### config.mk
export PLATFORM = sky130hd
export DESIGN_NAME = seq_break_ctrl
export DESIGN_NICKNAME = d
export VERILOG_FILES = /design/src/rtl/sbk_pkg.sv /design/src/rtl/sbk_prio_pick.sv /design/src/rtl/sbk_req_latch.sv /design/src/rtl/sbk_save_seq.sv /design/src/rtl/seq_break_ctrl.sv
export SDC_FILE = /design/constraint.sdc
export NUM_CORES = 1
export LEC_CHECK = 0
export CAP_MARGIN = 25
export CORE_ASPECT_RATIO = 1.25
export CORE_MARGIN = 2
export CORE_UTILIZATION = 49
export DETAILED_ROUTE_END_ITERATION = 16
export PLACE_DENSITY = 0.91
export SYNTH_ARGS = -nofsm -noshare
export SYNTH_HDL_FRONTEND = slang
export SYNTH_SLANG_ARGS = --single-unit
### constraint.sdc
create_clock -name clk -period 5.5 [get_ports clk]
set_clock_uncertainty 0.2 [all_clocks]
set_input_delay 0.55 -clock clk [delete_from_list [all_inputs] [get_ports clk]]
set_output_delay 0.55 -clock clk [all_outputs]
set_load 0.005 [all_outputs]
### src/rtl/sbk_pkg.sv
package sbk_pkg;
   typedef enum logic [2:0] {
      SB_IDLE = 3'd0,
      SB_AC   = 3'd1,
      SB_IO   = 3'd2,
      SB_PCIA = 3'd3,
      SB_VEC  = 3'd4
   } sb_state_e;

   localparam int SLOT_AC   = 0;
   localparam int SLOT_IO   = 1;
   localparam int SLOT_PCIA = 2;
   localparam int SLOT_VEC  = 3;
endpackage

### src/rtl/sbk_prio_pick.sv
module sbk_prio_pick #(
   parameter int N     = 16,
   parameter int IDX_W = $clog2(N)
) (
   input  logic [N-1:0]     vec,
   output logic             found,
   output logic [IDX_W-1:0] idx
);
   always_comb begin
      found = 1'b0;
      idx   = '0;
      for (int i = N - 1; i >= 0; i--) begin
         if (vec[i]) begin
            found = 1'b1;
            idx   = IDX_W'(i);
         end
      end
   end
endmodule

### src/rtl/sbk_req_latch.sv
module sbk_req_latch #(
   parameter int N = 16
) (
   input  logic         clk,
   input  logic         rst,
   input  logic [N-1:0] dev_done,
   input  logic [N-1:0] prog_req,
   input  logic [N-1:0] ext_req,
   input  logic [N-1:0] clr,
   output logic [N-1:0] pending
);
   logic [N-1:0] set_v;

   generate
      for (genvar g = 0; g < N; g++) begin : g_chan
         assign set_v[g] = dev_done[g] | prog_req[g] | ext_req[g];
         always_ff @(posedge clk) begin
            if (rst)           pending[g] <= 1'b0;
            else if (set_v[g]) pending[g] <= 1'b1;
            else if (clr[g])   pending[g] <= 1'b0;
         end
      end
   endgenerate

   AST_PEND_HELD: assert property (@(posedge clk) disable iff (rst)
      1'b1 |=> ((($past(pending) & ~$past(clr)) & ~pending) == '0));
   AST_REQ_SETS: assert property (@(posedge clk) disable iff (rst)
      1'b1 |=> (($past(set_v) & ~pending) == '0));
endmodule

### src/rtl/sbk_save_seq.sv
module sbk_save_seq
   import sbk_pkg::*;
#(
   parameter int IDX_W  = 4,
   parameter int ADDR_W = 18,
   parameter int PC_W   = 18,
   parameter int WORD_W = 36
) (
   input  logic              clk,
   input  logic              rst,
   input  logic              start,
   input  logic [IDX_W-1:0]  start_chan,
   input  logic [WORD_W-1:0] ac_in,
   input  logic [WORD_W-1:0] io_in,
   input  logic [PC_W-1:0]   pc_in,
   input  logic [PC_W-1:0]   ia_in,
   output logic              busy,
   output logic              mem_we,
   output logic [ADDR_W-1:0] mem_addr,
   output logic [WORD_W-1:0] mem_wdata,
   output logic              fetch_ovr,
   output logic [ADDR_W-1:0] fetch_addr
);
   sb_state_e         state, state_nx;
   logic [IDX_W-1:0]  chan_q;
   logic [WORD_W-1:0] ac_q, io_q, pcia_q;
   logic [ADDR_W-1:0] base;

   assign base = ADDR_W'({chan_q, 2'b00});

   always_comb begin
      state_nx = state;
      case (state)
         SB_IDLE: if (start) state_nx = SB_AC;
         SB_AC:   state_nx = SB_IO;
         SB_IO:   state_nx = SB_PCIA;
         SB_PCIA: state_nx = SB_VEC;
         SB_VEC:  state_nx = SB_IDLE;
         default: state_nx = SB_IDLE;
      endcase
   end

   always_ff @(posedge clk) begin
      if (rst) begin
         state  <= SB_IDLE;
         chan_q <= '0;
         ac_q   <= '0;
         io_q   <= '0;
         pcia_q <= '0;
      end else begin
         state <= state_nx;
         if (start && state == SB_IDLE) begin
            chan_q <= start_chan;
            ac_q   <= ac_in;
            io_q   <= io_in;
            pcia_q <= {pc_in, ia_in};
         end
      end
   end

   always_comb begin
      mem_we    = 1'b0;
      mem_addr  = base;
      mem_wdata = '0;
      case (state)
         SB_AC:   begin mem_we = 1'b1; mem_addr = base + ADDR_W'(SLOT_AC);   mem_wdata = ac_q;   end
         SB_IO:   begin mem_we = 1'b1; mem_addr = base + ADDR_W'(SLOT_IO);   mem_wdata = io_q;   end
         SB_PCIA: begin mem_we = 1'b1; mem_addr = base + ADDR_W'(SLOT_PCIA); mem_wdata = pcia_q; end
         default: ;
      endcase
   end

   assign fetch_ovr  = (state == SB_VEC);
   assign fetch_addr = base + ADDR_W'(SLOT_VEC);
   assign busy       = (state != SB_IDLE);

   AST_AC_THEN_IO: assert property (@(posedge clk) disable iff (rst)
      (mem_we && mem_addr[1:0] == 2'd0) |=> (mem_we && mem_addr == $past(mem_addr) + ADDR_W'(1)));
   AST_IO_THEN_PCIA: assert property (@(posedge clk) disable iff (rst)
      (mem_we && mem_addr[1:0] == 2'd1) |=> (mem_we && mem_addr == $past(mem_addr) + ADDR_W'(1)));
   AST_VEC_AFTER_SAVE: assert property (@(posedge clk) disable iff (rst)
      (mem_we && mem_addr[1:0] == 2'd2) |=> (fetch_ovr && !mem_we && fetch_addr == $past(mem_addr) + ADDR_W'(1)));
   AST_VEC_ENDS: assert property (@(posedge clk) disable iff (rst)
      fetch_ovr |=> !busy);
   AST_START_WRITES: assert property (@(posedge clk) disable iff (rst)
      (start && !busy) |=> (mem_we && mem_addr[1:0] == 2'd0));
endmodule

### src/rtl/seq_break_ctrl.sv
module seq_break_ctrl #(
   parameter int N_CHAN = 16,
   parameter int PC_W   = 18,
   parameter int WORD_W = 36,
   parameter int ADDR_W = 18
) (
   input  logic              clk,
   input  logic              rst,
   input  logic              brk_en,
   input  logic              instr_boundary,
   input  logic              ret_jump,
   input  logic [N_CHAN-1:0] dev_done,
   input  logic [N_CHAN-1:0] prog_req,
   input  logic [N_CHAN-1:0] ext_req,
   input  logic [WORD_W-1:0] ac_in,
   input  logic [WORD_W-1:0] io_in,
   input  logic [PC_W-1:0]   pc_in,
   input  logic [PC_W-1:0]   ia_in,
   output logic              busy,
   output logic              mem_we,
   output logic [ADDR_W-1:0] mem_addr,
   output logic [WORD_W-1:0] mem_wdata,
   output logic              fetch_ovr,
   output logic [ADDR_W-1:0] fetch_addr,
   output logic [N_CHAN-1:0] active_mask,
   output logic [ADDR_W-1:0] ret_addr
);
   localparam int IDX_W = (N_CHAN > 1) ? $clog2(N_CHAN) : 1;

   generate
      if (N_CHAN < 2)            begin : g_bad_n   $error("N_CHAN must be at least 2"); end
      if (WORD_W != 2 * PC_W)    begin : g_bad_w   $error("WORD_W must hold PC and IA"); end
      if (ADDR_W < IDX_W + 2)    begin : g_bad_a   $error("ADDR_W too narrow for slots"); end
   endgenerate

   logic [N_CHAN-1:0] pending, clr;
   logic              p_found, a_found;
   logic [IDX_W-1:0]  p_idx, a_idx;
   logic              accept, ret_take;

   sbk_req_latch #(.N(N_CHAN)) u_latch (
      .clk(clk), .rst(rst), .dev_done(dev_done), .prog_req(prog_req),
      .ext_req(ext_req), .clr(clr), .pending(pending)
   );

   sbk_prio_pick #(.N(N_CHAN), .IDX_W(IDX_W)) u_pick_pend (
      .vec(pending), .found(p_found), .idx(p_idx)
   );

   sbk_prio_pick #(.N(N_CHAN), .IDX_W(IDX_W)) u_pick_act (
      .vec(active_mask), .found(a_found), .idx(a_idx)
   );

   assign accept   = brk_en && instr_boundary && !busy && !ret_jump && p_found
                     && (!a_found || (p_idx < a_idx));
   assign ret_take = ret_jump && !busy && a_found;
   assign clr      = accept ? (N_CHAN'(1) << p_idx) : '0;
   assign ret_addr = ADDR_W'({a_idx, 2'b10});

   always_ff @(posedge clk) begin
      if (rst)           active_mask <= '0;
      else if (accept)   active_mask <= active_mask | (N_CHAN'(1) << p_idx);
      else if (ret_take) active_mask <= active_mask & ~(N_CHAN'(1) << a_idx);
   end

   sbk_save_seq #(.IDX_W(IDX_W), .ADDR_W(ADDR_W), .PC_W(PC_W), .WORD_W(WORD_W)) u_save (
      .clk(clk), .rst(rst), .start(accept), .start_chan(p_idx),
      .ac_in(ac_in), .io_in(io_in), .pc_in(pc_in), .ia_in(ia_in),
      .busy(busy), .mem_we(mem_we), .mem_addr(mem_addr), .mem_wdata(mem_wdata),
      .fetch_ovr(fetch_ovr), .fetch_addr(fetch_addr)
   );

   AST_NO_BREAK_OFF: assert property (@(posedge clk) disable iff (rst)
      (!busy && (!brk_en || !instr_boundary)) |=> !busy);
   AST_VEC_INNERMOST: assert property (@(posedge clk) disable iff (rst)
      fetch_ovr |-> (a_found && ADDR_W'({a_idx, 2'b11}) == fetch_addr));
   AST_ACCEPT_GROWS: assert property (@(posedge clk) disable iff (rst)
      $rose(busy) |-> ($countones(active_mask) == $countones($past(active_mask)) + 1));
   AST_RET_POP: assert property (@(posedge clk) disable iff (rst)
      (ret_jump && !busy && active_mask != '0) |=>
      ($countones(active_mask) + 1 == $countones($past(active_mask))));
   AST_BUSY_IDLE_MASK: assert property (@(posedge clk) disable iff (rst)
      busy |-> (active_mask != '0));
endmodule

# Word-level counts from Yosys, hierarchy flattened
# Cells that the tools add are included.
[word_totals]
in_bits = 161
word_cells = 204
reg_bits = 147
[classes]
add_sub_neg = 3
shifts = 2
n_reduce_logical = 32
eq_ne = 5
order_cmp = 1
n_mux = 104
n_bitwise = 35
[op_table]
columns = ["op", "n"]
rows = [
  ["$mux 4", 32],
  ["$pmux 36 s3", 1],
  ["$mux 1", 65],
  ["$mux 16", 3],
  ["$pmux 18 s2", 1],
  ["$reduce_bool 2->1", 17],
  ["$or 1x1->1", 32],
  ["$shl 1x4->16 const A", 2],
  ["$and 16x16->16", 1],
  ["$not 16->16", 1],
  ["$or 16x16->16", 1],
  ["$add 6x2->7 const B", 2],
  ["$pmux 3 s4", 1],
  ["$logic_and 1x1->1", 8],
  ["$add 6x1->7 const B", 1],
  ["$eq 3x2->1 const B", 2],
  ["$lt 4x4->1", 1],
  ["$eq 3x1->1 const B", 1],
  ["$eq 3x3->1 const B", 1],
  ["$logic_not 1->1", 3],
  ["$logic_not 3->1", 1],
  ["$mux 3", 1],
  ["$reduce_bool 3->1", 1],
  ["$reduce_or 3->1", 1],
  ["2 further kinds", 2],
]

# Longest topological paths before layout
# Gate-level depths: netlist of run 1.
[logic_depth]
word_depth = 22
depth_mapped = 15
ltp_nobuf = 13

# Cells and area by module
# From an unflattened synthesis of run 1, not the netlist that was laid out.
[hier_totals]
hier_cells = 942
hier_area_um2 = 8449.4
[modules_own_cells]
columns = ["module", "area_per_inst_um2", "cells_each", "instances", "seq_area_each_um2"]
rows = [
  ["sbk_save_seq", 6272.3, 664, 1, 2302.2],
  ["seq_break_ctrl", 1169.9, 146, 1, 320.3],
  ["sbk_req_latch", 649.4, 66, 1, 320.3],
  ["sbk_prio_pick", 178.9, 33, 2, 0.0],
]

# Worst setup path before layout of run 1
# No wires, ideal clock.
[synth_timing]
path_kind = "flip-flop to flip-flop"
start = "register u_latch.pending[3]"
end = "register u_latch.pending[1]"
setup_time_ns = 0.128
arrival_ns = 3.240
setup_slack_ns = 1.932
period_less_slack_ns = 3.568
stages_incl_launch_ff = 12
path_cell_list = "dfxtp_1 > nor4_1 > nand2_1 > nor2_1 > ha_1 > a21o_1 > a2111o_1 > buf_2 > a31oi_4 > nand4b_4 > a2111oi_2 > nor2_1"
[synth_between]
elab_chain_len = 9
word_cells_on_any_way = 15
cone_classes = "order compare (1); shift (1); mux (9); reduce/logical (4)"
[synth_lines]
columns = ["element", "line", "text"]
rows = [
  ["from (decl)", "sbk_req_latch.sv:10", "output logic [N-1:0] pending"],
  ["from (signal, indexed assignment)", "sbk_req_latch.sv:18", "if (rst) pending[g] <= 1'b0;"],
  ["from (signal, indexed assignment)", "sbk_req_latch.sv:19", "else if (set_v[g]) pending[g] <= 1'b1;"],
  ["from (signal, indexed assignment)", "sbk_req_latch.sv:20", "else if (clr[g]) pending[g] <= 1'b0;"],
  ["$mux 4 * (4 in series)", "sbk_prio_pick.sv:13", "if (vec[i]) begin"],
  ["net p_idx[3]", "seq_break_ctrl.sv:38", "logic [IDX_W-1:0] p_idx, a_idx;"],
  ["$lt 4x4->1", "seq_break_ctrl.sv:55", "&& (!a_found || (p_idx < a_idx));"],
  ["$logic_or 1x1->1", "seq_break_ctrl.sv:55", ""],
  ["$logic_and 1x1->1", "seq_break_ctrl.sv:55", ""],
  ["$mux 16 *", "seq_break_ctrl.sv:57", "assign clr = accept ? (N_CHAN'(1) << p_idx) : '0;"],
  ["$reduce_bool 2->1 (no line) *", "n/a", ""],
]
# Mark *: on every way through the listed nets, which the timed path passes. The rest lies on a longest branch.
# A chain may end at the register's enable or synchronous reset.

# Worst setup path after layout of run 1
[layout_timing]
start = "register u_latch.pending[7]"
end = "register u_save.chan_q[0]"
[layout_between]
elab_chain_len = 12
word_cells_on_any_way = 21
cone_classes = "order compare (1); mux (16); reduce/logical (4)"
[layout_lines]
columns = ["element", "line", "text"]
rows = [
  ["$mux 4 (8 in series)", "sbk_prio_pick.sv:13", ""],
  ["net p_idx[3]", "seq_break_ctrl.sv:38", ""],
  ["$lt 4x4->1", "seq_break_ctrl.sv:55", ""],
  ["$logic_or 1x1->1", "seq_break_ctrl.sv:55", ""],
  ["$logic_and 1x1->1", "seq_break_ctrl.sv:55", ""],
  ["$logic_and 1x1->1", "sbk_save_seq.sv:52", "if (start && state == SB_IDLE) begin"],
  ["to (signal assigned)", "sbk_save_seq.sv:53", "chan_q <= start_chan;"],
  ["to (decl)", "sbk_save_seq.sv:25", "logic [IDX_W-1:0] chan_q;"],
]
# The timed path passes the listed nets, and every way through them passes these cells.

==> results_dict.tcl, run 1 <==
set metrics [dict create \
    hpwl_um 15700 \
    nFillCells 1204 \
    p_leak_nw 3.59 \
    dieArea_mm2 0.0163 \
    met2WireLength_um 12000 \
    wl_per_cell_um 17.9 \
    finalCritPeriodShare_pct 76.0 \
    gp_congestion 0.922 \
    drive_gt1_share_pct 8.42 \
    timing.slew.headroom_pct 27.4 \
    ys_ff_latch 147 \
    initial_core_util_pct 50.1 \
    fp.dieW_um 115 \
    end_kind "register" \
    synth_top_area_share_pct 39.3 \
    wl_met3_um 1630 \
    core_area_mm2 0.0150 \
    rows 50 \
    grt_pass1_vias 7222 \
    top_layer "met4" \
    cap_violations 0 \
    slowest_delay_ns 0.85 \
    drc 0 \
    fin_tns_setup_ns 0 \
    fin_nets 1267 \
    ctsHoldBuffers 0 \
    whs_path_depth 2 \
    grt_usage_pct 27.5 \
    setup_viol 0 \
    timing.fmax_ghz 0.239 \
    grt_max_degree 114 \
    post_cts_buffers 0 \
    worstPathCellList "nor4_2, nand2_1, nor2_1, ha_1, a21o_1, a2111o_1, a31o_4, or3_1, a21oi_1" \
    wirelength_um 23300 \
    cts.htree.levels 4 \
    syn-cell-area_mm2 0.00750 \
    yosys.area.top_type "dfxtp_1" \
    critical_path_arrival_ns 4.32 \
    dr.pass1.iters 7 \
    io_buffer_count 229 \
    cts_sinks 147 \
    async_reset_ff_share_pct 0 \
    r2r_cells 9 \
    cts.clk_slew.worst_paths_ns 0.06 \
    final_cells 1299 \
    cp_data_required_time_ns 5.64 \
    avgSynthCellArea_um2 7.98 \
    dr.first_iter.drc_count 596 \
    ys_seq_area_share_pct 39.3 \
    yosysUniqueCellTypes 48 \
    crit_path_start_kind "register" \
    cts_root_buf "clkbuf_16" \
    cts_tree "done" \
    cellPowerDensity_mw_per_mm2 265 \
    post_cts_resized 0 \
    hold_ws_ns 0.274 \
    min_path_type "register to register" \
    ys_warn_count 0 \
    synth_commonest_cells "dfxtp_1, a21oi_1, o21ai_0" \
    met1_length_um 8660 \
    yosys-top-cells-area "dfxtp_1, a21oi_1, o21ai_0" \
    worstPathMaxFanout 113 \
    path_class "register to register" \
    cts_buffer_depth 2 \
    synth-edff-count 0 \
    rsz0062_at_grt "no" \
    status "finished clean" \
    yosysMostFrequentCell "dfxtp_1" \
    slew_viol_final 0 \
    synthCells 939 \
    vdd_ir_drop_max_mv 0.160 \
    clk-insertion-delay-late_ns 0.42 \
    grt_first_pass_wirelength_um 35600 \
    post-route-min-period_ns 4.18 \
    antenna_found_initial 1 \
    grt_overflow 0 \
    cts_made_buffers 17 \
    io_pins 270 \
    tightest_slew_ns 1.09 \
    die_y_um 142 \
    viasPerCell 6.01 \
    hold_violations 0 \
    synthToLayoutAreaGrowth_pct 35.3 \
    crit_slowest_cell "nor4_2" \
    ant_nets 0 \
    place_inst 1266 \
    vias 7809 \
    synthFlopType "dfxtp_1" \
]
per-stage QoR:
step | worst slack [ns] | utilization (%) | area [um^2] | power (mW)
after detailed placement | 1.48 | 63.9 | 9560 | 1.56
after global routing | 1.12 | 67.8 | 10100 | 2.78
after global placement | 1.46 | 63.9 | 9560 | 1.56
after CTS | 1.45 | 67.8 | 10100 | 2.69
final | 1.32 | 67.8 | 10100 | 2.68
after floorplan | 1.93 | - | 7640 | 1.39
where the power goes:
group | leakage (nW) | switching [mW] | internal (mW)
clock network | 0.270 | 0.453 | 0.682
registers | 1.20 | 0.0311 | 1.11
logic | 2.12 | 0.212 | 0.195
sequential cells by signal, indices dropped and copies added (netlist names):
register	count
active_mask	16
u_latch.pending	16
u_save.ac_q	36
u_save.chan_q	4
u_save.io_q	36
u_save.pcia_q	36
u_save.state	3
path summary, 6_finish.rpt:
path	to	slack (ns)	start
max	u_save.chan_q[0]$_SDFFE_PP0P_	1.32	u_latch.pending[7]$_SDFFE_PP0P_
min	u_save.pcia_q[18]$_SDFFE_PP0P_	0.27	u_save.pcia_q[18]$_SDFFE_PP0P_
max reg2reg	u_save.chan_q[0]$_SDFFE_PP0P_	1.32	u_latch.pending[7]$_SDFFE_PP0P_
min reg2reg	u_save.pcia_q[18]$_SDFFE_PP0P_	0.27	u_save.pcia_q[18]$_SDFFE_PP0P_
worst max-delay path: cells and delay by family, from the launching register on:
family,cells,cell delay (ns)
AO/OA/AOI/OAI,4,1.37
flip-flops,1,0.35
AND/OR/NAND/NOR,4,1.82
adder cells (fa/ha/maj),1,0.27
final cells by class:
class	count	area (um^2)	share of cell area, %
Timing Repair Buffer	239	2380	23.4
Clock inverter	11	130	1.28
Sequential cell	147	2950	29.1
Inverter	13	48.8	0.481
Clock buffer	21	450	4.44
Multi-Input combinational cell	685	3960	39.0
Antenna cell	1	2.50	0.0247
Tap cell	182	228	2.25
logic make-up (layout without fill, tap and decap cells):
family          Yosys count  count (layout)  synth area share (%)
compound gates          345             345                  26.8
xor+xnor                  1               1                 0.117
fa+ha+maj                 3               3                 0.501
buf+inv                 145             284                  10.3
flops                   147             147                  39.3
mux                      36              36                  5.41
other cells               2              41                 0.100
simple gates            260             260                  17.5
metal layers:
metal	track usage (%)	up-vias
li1	-	3659
met1	30.8	3695
met4	15.2	0
met3	5.41	62
met5	0	-
met2	48.5	393
cell usage in the layout, fill, tap and decap left out, types with 14 or more instances in the layout:
master	synthesis	layout
nand3_1	115	115
clkdlybuf4s50_1	0	228
nor3_1	30	30
a22oi_1	36	36
o21ai_0	119	119
dfxtp_1	147	144
clkbuf_16	0	17
mux2_2	36	36
nor2_1	65	65
conb_1	2	40
a21oi_1	135	135
nand2_1	14	14
No activity file was read; power rests on OpenSTA's default activity.
==> run 2, diff against run 1 <==
--- a/config.mk
+++ b/config.mk
@@ -8,9 +8,9 @@
 export CAP_MARGIN = 25
 export CORE_ASPECT_RATIO = 1.25
 export CORE_MARGIN = 2
-export CORE_UTILIZATION = 49
+export CORE_UTILIZATION = 41
 export DETAILED_ROUTE_END_ITERATION = 16
-export PLACE_DENSITY = 0.91
+export PLACE_DENSITY = 0.81
 export SYNTH_ARGS = -nofsm -noshare
 export SYNTH_HDL_FRONTEND = slang
 export SYNTH_SLANG_ARGS = --single-unit
==> constraint.sdc (replaced) <==
create_clock -name clk -period 3.8 [get_ports clk]
set_clock_uncertainty 0.2 [all_clocks]
set_input_delay 0.38 -clock clk [delete_from_list [all_inputs] [get_ports clk]]
set_output_delay 0.38 -clock clk [all_outputs]
set_load 0.005 [all_outputs]
==> run 2 against run 1 <==
Against the previous run:
- wire length rose by 5.3%
- critical endpoint is now u_latch.pending[13]$_SDFFE_PP0P_
- first-iteration DRC count fell by 10%
- non-clock buffer count rose by 11
- clock-buffer cell count rose by 3
- maximum frequency rose by 15%
- die area rose by 19%
- global-route usage fell by 3.8 points
- total power rose by 55%
- worst setup slack got worse by 1.1 ns
==> results_dict.tcl, run 2 (synthesized netlist as in run 1, its figures left out) <==
set metrics [dict create \
    antenna_found_initial 0 \
    rows 55 \
    slowest_delay_ns 0.48 \
    path_depth 10 \
    cp_num_buf_inv 0 \
    final_cells 1355 \
    grt_usage_pct 23.7 \
    gp_congestion 0.960 \
    intPower_mw 3.15 \
    power_frac_seq_pct 39.6 \
    crit_family "compound AO/OA/AOI/OAI gates" \
    viasPerCell 5.81 \
    cts_made_buffers 17 \
    power_mw 4.16 \
    hpwl_um 15900 \
    grt_first_pass_wirelength_um 37400 \
    utilization_pct 57.9 \
    drive_gt1_share_pct 9.49 \
    antennaDiodeCount 0 \
    cts_sinks 147 \
    fp.dieW_um 125 \
    min_path_type "register to register" \
    timing.slew.headroom_pct 45.6 \
    end_kind "register" \
    hold_violations 0 \
    post_dp_cell_area_mm2 0.00973 \
    cts_buffer_depth 2 \
    finalCritPeriodShare_pct 95.5 \
    cts_tree "done" \
    r2r_cells 10 \
    critical_path_arrival_ns 3.70 \
    cap_violations 0 \
    ant_nets 0 \
    hold_ws_ns 0.273 \
    slew_viol_final 0 \
    dieArea_mm2 0.0194 \
    cts_root_buf "clkbuf_16" \
    clk-insertion-delay-late_ns 0.43 \
    io_pins 270 \
    cp_data_required_time_ns 3.87 \
    worstPathCellList "nor4_2, a21oi_1, ha_1, a21o_1, a21o_1, a2111o_1, a31oi_4, nand4b_4, o31ai_1, a21oi_1" \
    vdd_ir_drop_max_mv 0.281 \
    die_y_um 155 \
    status "finished clean" \
    wirelength_um 24500 \
    nFillCells 1624 \
    final_area_mm2 0.0104 \
    synthToLayoutAreaGrowth_pct 39.2 \
    post-route-min-period_ns 3.63 \
    whs_path_depth 2 \
    vias 7875 \
    crit_path_start_kind "register" \
    sw_frac_of_total_pct 24.3 \
    fin_tns_setup_ns 0 \
    grt_max_degree 112 \
    fin_nets 1278 \
    rsz0062_at_grt "no" \
    setup_ws_ns 0.171 \
    combinationalPowerShare_pct 14.6 \
    cts.htree.levels 4 \
    tightest_slew_ns 0.816 \
    grt_pass1_vias 7548 \
    initial_core_util_pct 41.6 \
    core_area_mm2 0.0180 \
    switching_power_mw 1.01 \
    cts.clk_slew.worst_paths_ns 0.06 \
    top_regs "u_save.ac_q: 36 flops, u_save.io_q: 36 flops, u_save.pcia_q: 36 flops" \
    io_buffer_count 229 \
    dr.pass1.iters 5 \
    place_inst 1322 \
    setup_viol 0 \
    worstPathMaxFanout 8 \
    final_cell_mix "clkdlybuf4s50_1, dfxtp_1, a21oi_1" \
    clock_power_share_pct 45.8 \
    dr.first_iter.drc_count 535 \
    final_common_cell "clkdlybuf4s50_1" \
    pre_cts_ws_ns 0.240 \
    timing.fmax_ghz 0.276 \
    path_class "register to register" \
    wl_per_cell_um 18.1 \
    p_leak_nw 3.73 \
    drc 0 \
    grt_overflow 0 \
    crit_slowest_cell "nor4_2" \
    cellPowerDensity_mw_per_mm2 399 \
]
-- run 2: worst paths after layout --
| check | startpoint | slack [ns] | to |
|---|---|---|---|
| setup / recovery | u_latch.pending[7]$_SDFFE_PP0P_ | 0.17 | u_latch.pending[13]$_SDFFE_PP0P_ |
| setup reg to reg | u_latch.pending[7]$_SDFFE_PP0P_ | 0.17 | u_latch.pending[13]$_SDFFE_PP0P_ |
| hold / removal | u_save.ac_q[16]$_SDFFE_PP0P_ | 0.27 | u_save.ac_q[16]$_SDFFE_PP0P_ |
| hold reg to reg | u_save.ac_q[16]$_SDFFE_PP0P_ | 0.27 | u_save.ac_q[16]$_SDFFE_PP0P_ |
-- run 2: power by group through the flow --
stage / Combinational [mW] / Sequential, mW / Clock, mW
5_1_grt: 0.655 / 1.66 / 1.97
3_5_place_dp: 0.596 / 1.68 / 0
3_3_place_gp: 0.593 / 1.68 / 0
4_1_cts: 0.599 / 1.65 / 1.93
2_1_floorplan: 0.347 / 1.66 / 0
6_report: 0.607 / 1.65 / 1.91
-- run 2: final cells by class --
class | instances | area (um^2) | area share, %
Timing Repair Buffer | 250 | 2510 | 24.1
Multi-Input combinational cell | 685 | 3970 | 38.1
Inverter | 13 | 48.8 | 0.468
Clock buffer | 24 | 502 | 4.81
Tap cell | 228 | 285 | 2.73
Clock inverter | 8 | 169 | 1.62
Sequential cell | 147 | 2950 | 28.2
-- run 2: repair_timing --
| action | in CTS | in global routing |
|---|---|---|
| resized for setup | 0 | 6 |
| hold buffers | 0 | 0 |
| buffers inserted | 0 | 0 |
| setup endpoints to repair | 0 | 106 |
-- run 2: worst reg2reg max path: cells and delay by family, from the launching register on --
kind                     cells  cell delay, ns
AO/OA/AOI/OAI                7            1.85
AND/OR/NAND/NOR              2            0.73
flip-flops                   1            0.35
adder cells (fa/ha/maj)      1            0.34
-- run 2: per-layer routing --
metal / part of all wire, % / up-vias / GRT usage [%]
li1: - / 3674 / -
met1: 37 / 3718 / 26.0
met2: 51 / 401 / 42.6
met3: 7.4 / 82 / 5.50
met4: 4.4 / 0 / 12.4
met5: 0 / - / 0
